<file path="config.mk">
export PLATFORM = sky130hd
export DESIGN_NAME = vnorm_counter
export DESIGN_NICKNAME = d
export VERILOG_FILES = /design/src/rtl/vnorm_pkg.sv /design/src/rtl/vnorm_classify.sv /design/src/rtl/vnorm_step.sv /design/src/rtl/vnorm_counter.sv
export SDC_FILE = /design/constraint.sdc
export NUM_CORES = 1
export LEC_CHECK = 0
export CAP_MARGIN = 0
export CORE_UTILIZATION = 44
export DETAILED_ROUTE_END_ITERATION = 10
export HOLD_SLACK_MARGIN = 0.02
export PLACE_DENSITY_LB_ADDON = 0.1
export SYNTH_ARGS = -nofsm -noshare
export SYNTH_HDL_FRONTEND = slang
export SYNTH_SLANG_ARGS = --single-unit
</file>
<file path="constraint.sdc">
create_clock -name clk_i -period 2.6 [get_ports clk_i]
set_input_delay 0.52 -clock clk_i [delete_from_list [all_inputs] [get_ports clk_i]]
set_output_delay 0.52 -clock clk_i [all_outputs]
set_load 0.1 [all_outputs]
</file>
<file path="src/rtl/vnorm_pkg.sv">
package vnorm_pkg;
  typedef enum logic [1:0] {
    ST_NONE = 2'b00,
    ST_NEAR = 2'b01,
    ST_NORM = 2'b10
  } vnorm_status_e;
endpackage

</file>
<file path="src/rtl/vnorm_classify.sv">
module vnorm_classify
  import vnorm_pkg::*;
#(
  parameter int CW         = 5,
  parameter int NEAR_MIN   = 12,
  parameter int NORM_ABOVE = 22
) (
  input  logic [CW-1:0]  cnt_i,
  output vnorm_status_e  status_o
);
  localparam logic [CW-1:0] NearMin   = CW'(NEAR_MIN);
  localparam logic [CW-1:0] NormAbove = CW'(NORM_ABOVE);

  always_comb begin
    if (cnt_i > NormAbove)     status_o = ST_NORM;
    else if (cnt_i >= NearMin) status_o = ST_NEAR;
    else                       status_o = ST_NONE;
  end
endmodule

</file>
<file path="src/rtl/vnorm_step.sv">
module vnorm_step
  import vnorm_pkg::*;
#(
  parameter int CW        = 5,
  parameter int CNT_MAX   = 27,
  parameter int NEAR_MIN  = 12,
  parameter int FAST_LO   = 10,
  parameter int FAST_HI   = 26,
  parameter int FAST_STEP = 2
) (
  input  logic [CW-1:0]  cnt_i,
  input  logic           miss_mem_i,
  input  logic           found_i,
  input  vnorm_status_e  status_i,
  output logic [CW-1:0]  cnt_o,
  output logic           miss_mem_o
);
  localparam logic [CW-1:0] CntMax  = CW'(CNT_MAX);
  localparam logic [CW-1:0] FastLo  = CW'(FAST_LO);
  localparam logic [CW-1:0] FastHi  = CW'(FAST_HI);
  localparam logic [CW-1:0] Floor   = CW'(NEAR_MIN - 1);
  localparam logic [CW-1:0] BigStep = CW'(FAST_STEP);

  logic          upper;
  logic          hit_eff;
  logic [CW-1:0] dn_amt;
  logic [CW-1:0] dn_raw;

  assign upper   = (status_i != ST_NONE);
  // a good pulse right after a bad one is scored as bad in the upper bands
  assign hit_eff = found_i && !(miss_mem_i && upper);

  always_comb begin
    dn_amt = (cnt_i > FastLo && cnt_i < FastHi) ? BigStep : CW'(1);
    dn_raw = (cnt_i >= dn_amt) ? cnt_i - dn_amt : '0;
    if (hit_eff)
      cnt_o = (cnt_i >= CntMax) ? CntMax : cnt_i + CW'(1);
    else if (upper && dn_raw < Floor)
      cnt_o = Floor;
    else
      cnt_o = dn_raw;
  end

  assign miss_mem_o = !found_i;
endmodule

</file>
<file path="src/rtl/vnorm_counter.sv">
module vnorm_counter
  import vnorm_pkg::*;
#(
  parameter int CNT_MAX    = 27,
  parameter int NEAR_MIN   = 12,
  parameter int NORM_ABOVE = 22,
  parameter int FAST_LO    = 10,
  parameter int FAST_HI    = 26,
  parameter int FAST_STEP  = 2,
  localparam int CW        = $clog2(CNT_MAX + 1)
) (
  input  logic          clk_i,
  input  logic          rst_ni,
  input  logic          field_end_i,
  input  logic          vsync_found_i,
  input  logic          sync_lost_i,
  input  logic          force_wide_i,
  output logic [1:0]    status_o,
  output logic          norm_o,
  output logic [CW-1:0] count_o
);
  logic [CW-1:0] cnt_q, cnt_d;
  logic          miss_q, miss_d;
  logic          clear;
  vnorm_status_e status;

  assign clear = sync_lost_i || force_wide_i;

  vnorm_classify #(
    .CW(CW), .NEAR_MIN(NEAR_MIN), .NORM_ABOVE(NORM_ABOVE)
  ) u_classify (
    .cnt_i(cnt_q), .status_o(status)
  );

  vnorm_step #(
    .CW(CW), .CNT_MAX(CNT_MAX), .NEAR_MIN(NEAR_MIN),
    .FAST_LO(FAST_LO), .FAST_HI(FAST_HI), .FAST_STEP(FAST_STEP)
  ) u_step (
    .cnt_i(cnt_q), .miss_mem_i(miss_q), .found_i(vsync_found_i),
    .status_i(status), .cnt_o(cnt_d), .miss_mem_o(miss_d)
  );

  always_ff @(posedge clk_i or negedge rst_ni) begin
    if (!rst_ni) begin
      cnt_q  <= '0;
      miss_q <= 1'b0;
    end else if (clear) begin
      cnt_q  <= '0;
      miss_q <= 1'b0;
    end else if (field_end_i) begin
      cnt_q  <= cnt_d;
      miss_q <= miss_d;
    end
  end

  assign status_o = status;
  assign norm_o   = (status == ST_NORM);
  assign count_o  = cnt_q;

  // checks
  assert_cnt_range_R2: assert property (@(posedge clk_i) disable iff (!rst_ni)
    cnt_q <= CW'(CNT_MAX));

  assert_hit_up_R2: assert property (@(posedge clk_i) disable iff (!rst_ni)
    (field_end_i && !clear && vsync_found_i && status == ST_NONE)
    |=> ({1'b0, cnt_q} == {1'b0, $past(cnt_q)} + (CW+1)'(1)));

  assert_miss_down_R3: assert property (@(posedge clk_i) disable iff (!rst_ni)
    (field_end_i && !clear && !vsync_found_i && cnt_q != '0)
    |=> (cnt_q < $past(cnt_q)));

  assert_floor_R5: assert property (@(posedge clk_i) disable iff (!rst_ni)
    (field_end_i && !clear && cnt_q >= CW'(NEAR_MIN))
    |=> (cnt_q >= CW'(NEAR_MIN - 1)));

  assert_norm_flag_R7: assert property (@(posedge clk_i) disable iff (!rst_ni)
    norm_o == (cnt_q > CW'(NORM_ABOVE)));

  assert_hold_R8: assert property (@(posedge clk_i) disable iff (!rst_ni)
    (!field_end_i && !clear) |=> $stable(cnt_q));

  assert_clear_R9: assert property (@(posedge clk_i) disable iff (!rst_ni)
    clear |=> (cnt_q == '0 && status_o == 2'b00));
endmodule

</file>
Word-level counts from Yosys, hierarchy flattened

Index checks and enable logic that the tools add are counted.

$add $sub $neg: 2
$lt $le $gt $ge: 7
Equality and inequality tests: 1
Muxes and demuxes: 11
Reduce and logical (&&, ||, !) cells: 9

Operators with widths:

| kind                                                                   | count |
|---|---|
| 5-bit 2-to-1 mux                                                       | 6 |
| 5-bit by 1-bit adder with 5-bit output (second input constant)         | 1 |
| 5-bit by 4-bit >= comparator with 1-bit output (second input constant) | 1 |
| 5-bit >= comparator                                                    | 1 |
| 5-bit >= comparator (second input constant)                            | 1 |
| 5-bit by 4-bit > comparator with 1-bit output (second input constant)  | 1 |
| 5-bit > comparator (second input constant)                             | 1 |
| 5-bit by 4-bit < comparator with 1-bit output (second input constant)  | 1 |
| 5-bit < comparator (second input constant)                             | 1 |
| 5-bit subtractor                                                       | 1 |
| 1-bit logical AND                                                      | 4 |
| 2-bit 2-to-1 mux                                                       | 2 |
| 2-bit nonzero test                                                     | 2 |
| 1-bit 2-to-1 mux                                                       | 3 |
| 2-bit == test (second input constant)                                  | 1 |
| 1-bit logical NOT                                                      | 2 |
| 1-bit logical OR                                                       | 1 |

Register bits after elaboration: 6
Bits of input ports: 6
Output and inout port bits: 8
Logic and storage cells: 32

Longest topological paths before layout

Word-level depth: 11
Depth in mapped cells: 12
Depth with buffers taken out: 11

By module

Synthesis repeated with hierarchy kept, for this count alone.

Cell total of the unflattened synthesis: 82
Area, all modules: 670.6 um^2

Modules (own cells, without submodules):

| module         | times used | cells an instance | area each (um^2) | sequential area each (um^2) |
|---|---|---|---|---|
| vnorm_step     | 1          | 56                | 387.9            | 0.0 |
| vnorm_counter  | 1          | 22                | 255.2            | 150.1 |
| vnorm_classify | 1          | 4                 | 27.5             | 0.0 |

Worst setup path after synthesis

No wires, ideal clock.

Path type: reg2out
From: reg cnt_q[0], in the netlist count_o[0]
To: out status_o[0]
Data arrival time: 3782 ps
Data required time: 2080 ps
Slack: -1702 ps
Cell stages (with the launch flop): 7
Buffers on the path: 0
Cell sequence: dfrtp_1 inv_1 ha_1 inv_1 a31oi_1 nor2_1 nor2_1

Cells in the longest elaborated chain, start to end: 3
Elaborated cells on any way between the ends: 4

Ends and longest elaborated chain:

| what                                           | RTL line             | source |
|---|---|---|
| start: declaration                             | vnorm_counter.sv:22  | `logic [CW-1:0] cnt_q, cnt_d;` |
| start signal: assignment                       | vnorm_counter.sv:51  | `cnt_q <= cnt_d;` |
| 5-bit by 4-bit >= comparator with 1-bit output | vnorm_classify.sv:16 | `else if (cnt_i >= NearMin) status_o = ST_NEAR;` |
| 1-bit 2-to-1 mux                               | vnorm_classify.sv:16 |  |
| 2-bit 2-to-1 mux (*)                           | vnorm_classify.sv:15 | `if (cnt_i > NormAbove) status_o = ST_NORM;` |
| end: declaration                               | vnorm_counter.sv:18  | `output logic [1:0] status_o,` |

Mark *: on every way between the ends. The rest lies on a longest branch, timed or not.

Worst setup path in the final report

From: reg cnt_q[2], in the netlist count_o[2]
To: reg cnt_q[3], in the netlist count_o[3]

Cells in the longest elaborated chain, start to end: 11
Elaborated cells on any way between the ends: 24

Ends and longest elaborated chain:

| what                                                                                       | RTL line            | source |
|---|---|---|
| 5-bit by 4-bit > comparator with 1-bit output / 5-bit < comparator (equally long branches) | vnorm_step.sv:34    | `dn_amt = (cnt_i > FastLo && cnt_i < FastHi) ? BigStep : CW'(1);` |
| 1-bit logical AND                                                                          | vnorm_step.sv:34    |  |
| 2-bit 2-to-1 mux                                                                           | vnorm_step.sv:34    |  |
| 5-bit subtractor / 5-bit >= comparator (equally long branches)                             | vnorm_step.sv:35    | `dn_raw = (cnt_i >= dn_amt) ? cnt_i - dn_amt : '0;` |
| 5-bit 2-to-1 mux                                                                           | vnorm_step.sv:35    |  |
| 5-bit by 4-bit < comparator with 1-bit output                                              | vnorm_step.sv:38    | `else if (upper && dn_raw < Floor)` |
| 1-bit logical AND                                                                          | vnorm_step.sv:38    |  |
| 5-bit 2-to-1 mux                                                                           | vnorm_step.sv:38    |  |
| 5-bit 2-to-1 mux (*)                                                                       | vnorm_step.sv:36    | `if (hit_eff)` |
| 5-bit 2-to-1 mux (*)                                                                       | vnorm_counter.sv:50 | `end else if (field_end_i) begin` |
| 5-bit 2-to-1 mux (*)                                                                       | vnorm_counter.sv:47 | `end else if (clear) begin` |

Mark *: on every way between the ends. The rest lies on a longest branch, timed or not. The select of a mux whose other input is x is not followed.
A chain may end at the register's enable or synchronous reset.

==> metrics.txt <==
DRC Markers=0; Mapped Area=677 sq um; Critical path buffers and inverters=1; core area=0.00137 sq mm; placed cell area=917 sq um; WP depth=11; Post-Route WL=1960 microns; Iter 0 DRT Violations=22; slowest library cell on the worst path=or4b_4; start point of the critical path=count_o[2]; Max-Cap Viols=0; Worst Setup EP=count_o[3]; endpoints failing hold=0; hold_buf cts=0; share of cells above drive strength 1=39.4%; overall routing resource usage=26.0%; Syn Area/Cell=7.69 sq um; routed len/inst=15.8 microns; full die area=0.00170 sq mm; Synth cell types=33; Multi-input gate area=538 sq um; first-pass GRT wire length=2880 microns; Slew Viols, Final=0; largest fanout on the critical path=3; Primary FF master, synth=dfrtp_1; I/O pins=14; Worst Hold Class=primary input to async pin; initial antenna violation count=0; async set or reset register ratio after synthesis=100%; grt total ovfl=0; status=finished, final reports clean; FF+latch count, synth=6; Clock Sinks=6; H-Tree Depth=1; vias per inst=6.30; Worst Setup Start Kind=register; final setup fails=0; GPL Wtd Cong=0.846; top-area cell type share of the netlist area=22.2%; pin count of the biggest net entering global routing=18; detailed placement HPWL=1400 microns; met3 wire len=86 microns; CP dominant cell by count=a211oi_2; actual slew at the worst max-slew pin=0.663 ns; sequential share of the synthesized area=22.2%; worst path cell trace=a21oi_4 > nor3b_2 > a21oi_2 > ha_2 > inv_2 > fa_2 > or4b_4 > o21ai_2 > a211oi_2 > a211oi_2 > a21o_1; area occupied by registers=164 sq um; Setup Skew=0.0152 ns; largest area contributor in the synthesized netlist=dfrtp_1; YS warnings=0; top post-synthesis cells by area=dfrtp_1 (22%), a21oi_1 (8.1%), ha_1 (7.4%); Pre-Repair DR Iteration Count=4; Static Leak=0.420 nW; Area growth syn-to-layout=46.6%; Critical Path Sink Type=register; routed vias=781; DIE WIDTH=41.2 microns; vias in the first global route=641; number of fillers in the final layout=116; Post-Place Cells=118; final instance area=992 sq um; Clock Path Buffers=2; most instantiated cells after synthesis=a21oi_1 (11), inv_1 (7), o21ai_0 (7), dfrtp_1 (6), nor2_1 (6); Power Dens Cells=335 mW/mm^2; Final ANT Viol Nets=0; RSZ-0062 raised after global routing=no; clk_lat worst skew=0.25 ns; initial core utilization=49.5%; highest clock rate=396 MHz; critical path arrival=2.71 ns; number of synthesized flops with an enable pin=0; Port Buffers=13; Row Count=13; worst reg2reg setup slack=0.07 ns; reg2reg end=count_o[3]; min Tclk post-route=2.53 ns; R2R depth=11; Die Height=41.2 microns; Slew HR=55.3%; fin nets=121; kind of critical path=register to register; count leader, synth=a21oi_1; Crit path max-delay family=compound AO/OA/AOI/OAI gates; metal1 wirelength=882 microns; Num CTS Buffers=3; Period Utilization, post-route=97.2%; CTS tree=built; Syn Nets=99; CTS Root Cell=clkbuf_4; Gate Count Post-Synth=88; top layer in use=met4; Ant. Diodes=0; Finished Layout Cells=124; CP Data Required Time=2.78 ns; Max VDD drop=256 uV; Worst path max stage delay=0.53 ns; Worst R2R Start=count_o[2]; met2 wire len=967 microns; clk slew on worst S/H paths=0.06 ns
[cells by family after synthesis]
family                     Yosys count  synth area share [%]
adders and majority gates            5                  10.4
xor gates and xnor gates             3                  3.88
DFF                                  6                  22.2
and+or+nand+nor                     29                  23.7
buffers and inverters               12                  7.76
AOI/OAI and AO/OA                   33                  32.2
[final cells by class]
cell class | instances | area share (%)
multi-input combinational | 70 | 54.2
sequential | 6 | 16.5
inverter | 7 | 2.65
tap | 15 | 1.89
clock buffer | 4 | 2.65
timing repair buffer | 22 | 22.1
[cell usage in the layout (no fill, tap or decap), types with 5 or more instances in the layout]
cell,netlist,routed
buf_4,0,13
a21oi_1,11,9
inv_1,7,6
nor3_1,5,5
clkdlybuf4s50_1,0,5
[per-stage QoR]
step / power [mW] / hold slack (ns) / utilization, % / TNS [ns] / setup slack (ns)
detailed placement: 0.230 / 0.641 / 67.1 / 0 / 0.0342
global route: 0.349 / 0.528 / 72.6 / 0 / 0.0155
CTS: 0.325 / 0.514 / 69.0 / 0 / 0.0320
floorplan: 0.194 / 0.224 / - / -0.999 / -0.290
finish: 0.332 / 0.522 / 72.6 / 0 / 0.0736
global placement: 0.227 / 0.592 / 67.1 / 0 / 0.0989
[flip-flops by register name, indices dropped and copies added (netlist names)]
name	cells
miss_q	1
count_o	5
[how the worst min path moves through the flow]
stage               startpoint    endpoint  slack, ns  cells past startpoint
finish                  rst_ni  count_o[3]       0.52                      1
global route            rst_ni  count_o[4]       0.53                      1
CTS                     rst_ni  count_o[3]       0.51                      1
detailed placement      miss_q      miss_q       0.64                      2
global placement        miss_q      miss_q       0.59                      2
floorplan               rst_ni  count_o[0]       0.22                      0
[power by group]
group          total (mW)  internal (mW)  switching (mW)
Combinational       0.136         0.0532          0.0825
Clock              0.0938         0.0582          0.0356
Sequential          0.103         0.0980         0.00463
[metal layers]
layer | global-route usage (%) | vias to the layer above
met5 | 0 | -
met1 | 35.9 | 379
met3 | 3.26 | 4
met4 | 10.5 | 0
met2 | 40.6 | 32
li1 | - | 366
[what timing repair did]
action / in CTS / in global routing
setup buffers: 0 / 2
endpoints found under the setup margin: 0 / 4
gates resized for setup: 0 / 9
[worst register-to-register path: cells and delay by family, from the launching register on]
| family | cells | cell delay, ns |
|---|---|---|
| simple gates | 2 | 0.60 |
| fa+ha+maj | 2 | 0.55 |
| compound gates | 6 | 0.80 |
| flops | 1 | 0.49 |
| buf+inv | 1 | 0.04 |
(Power assumes the default switching activity.)
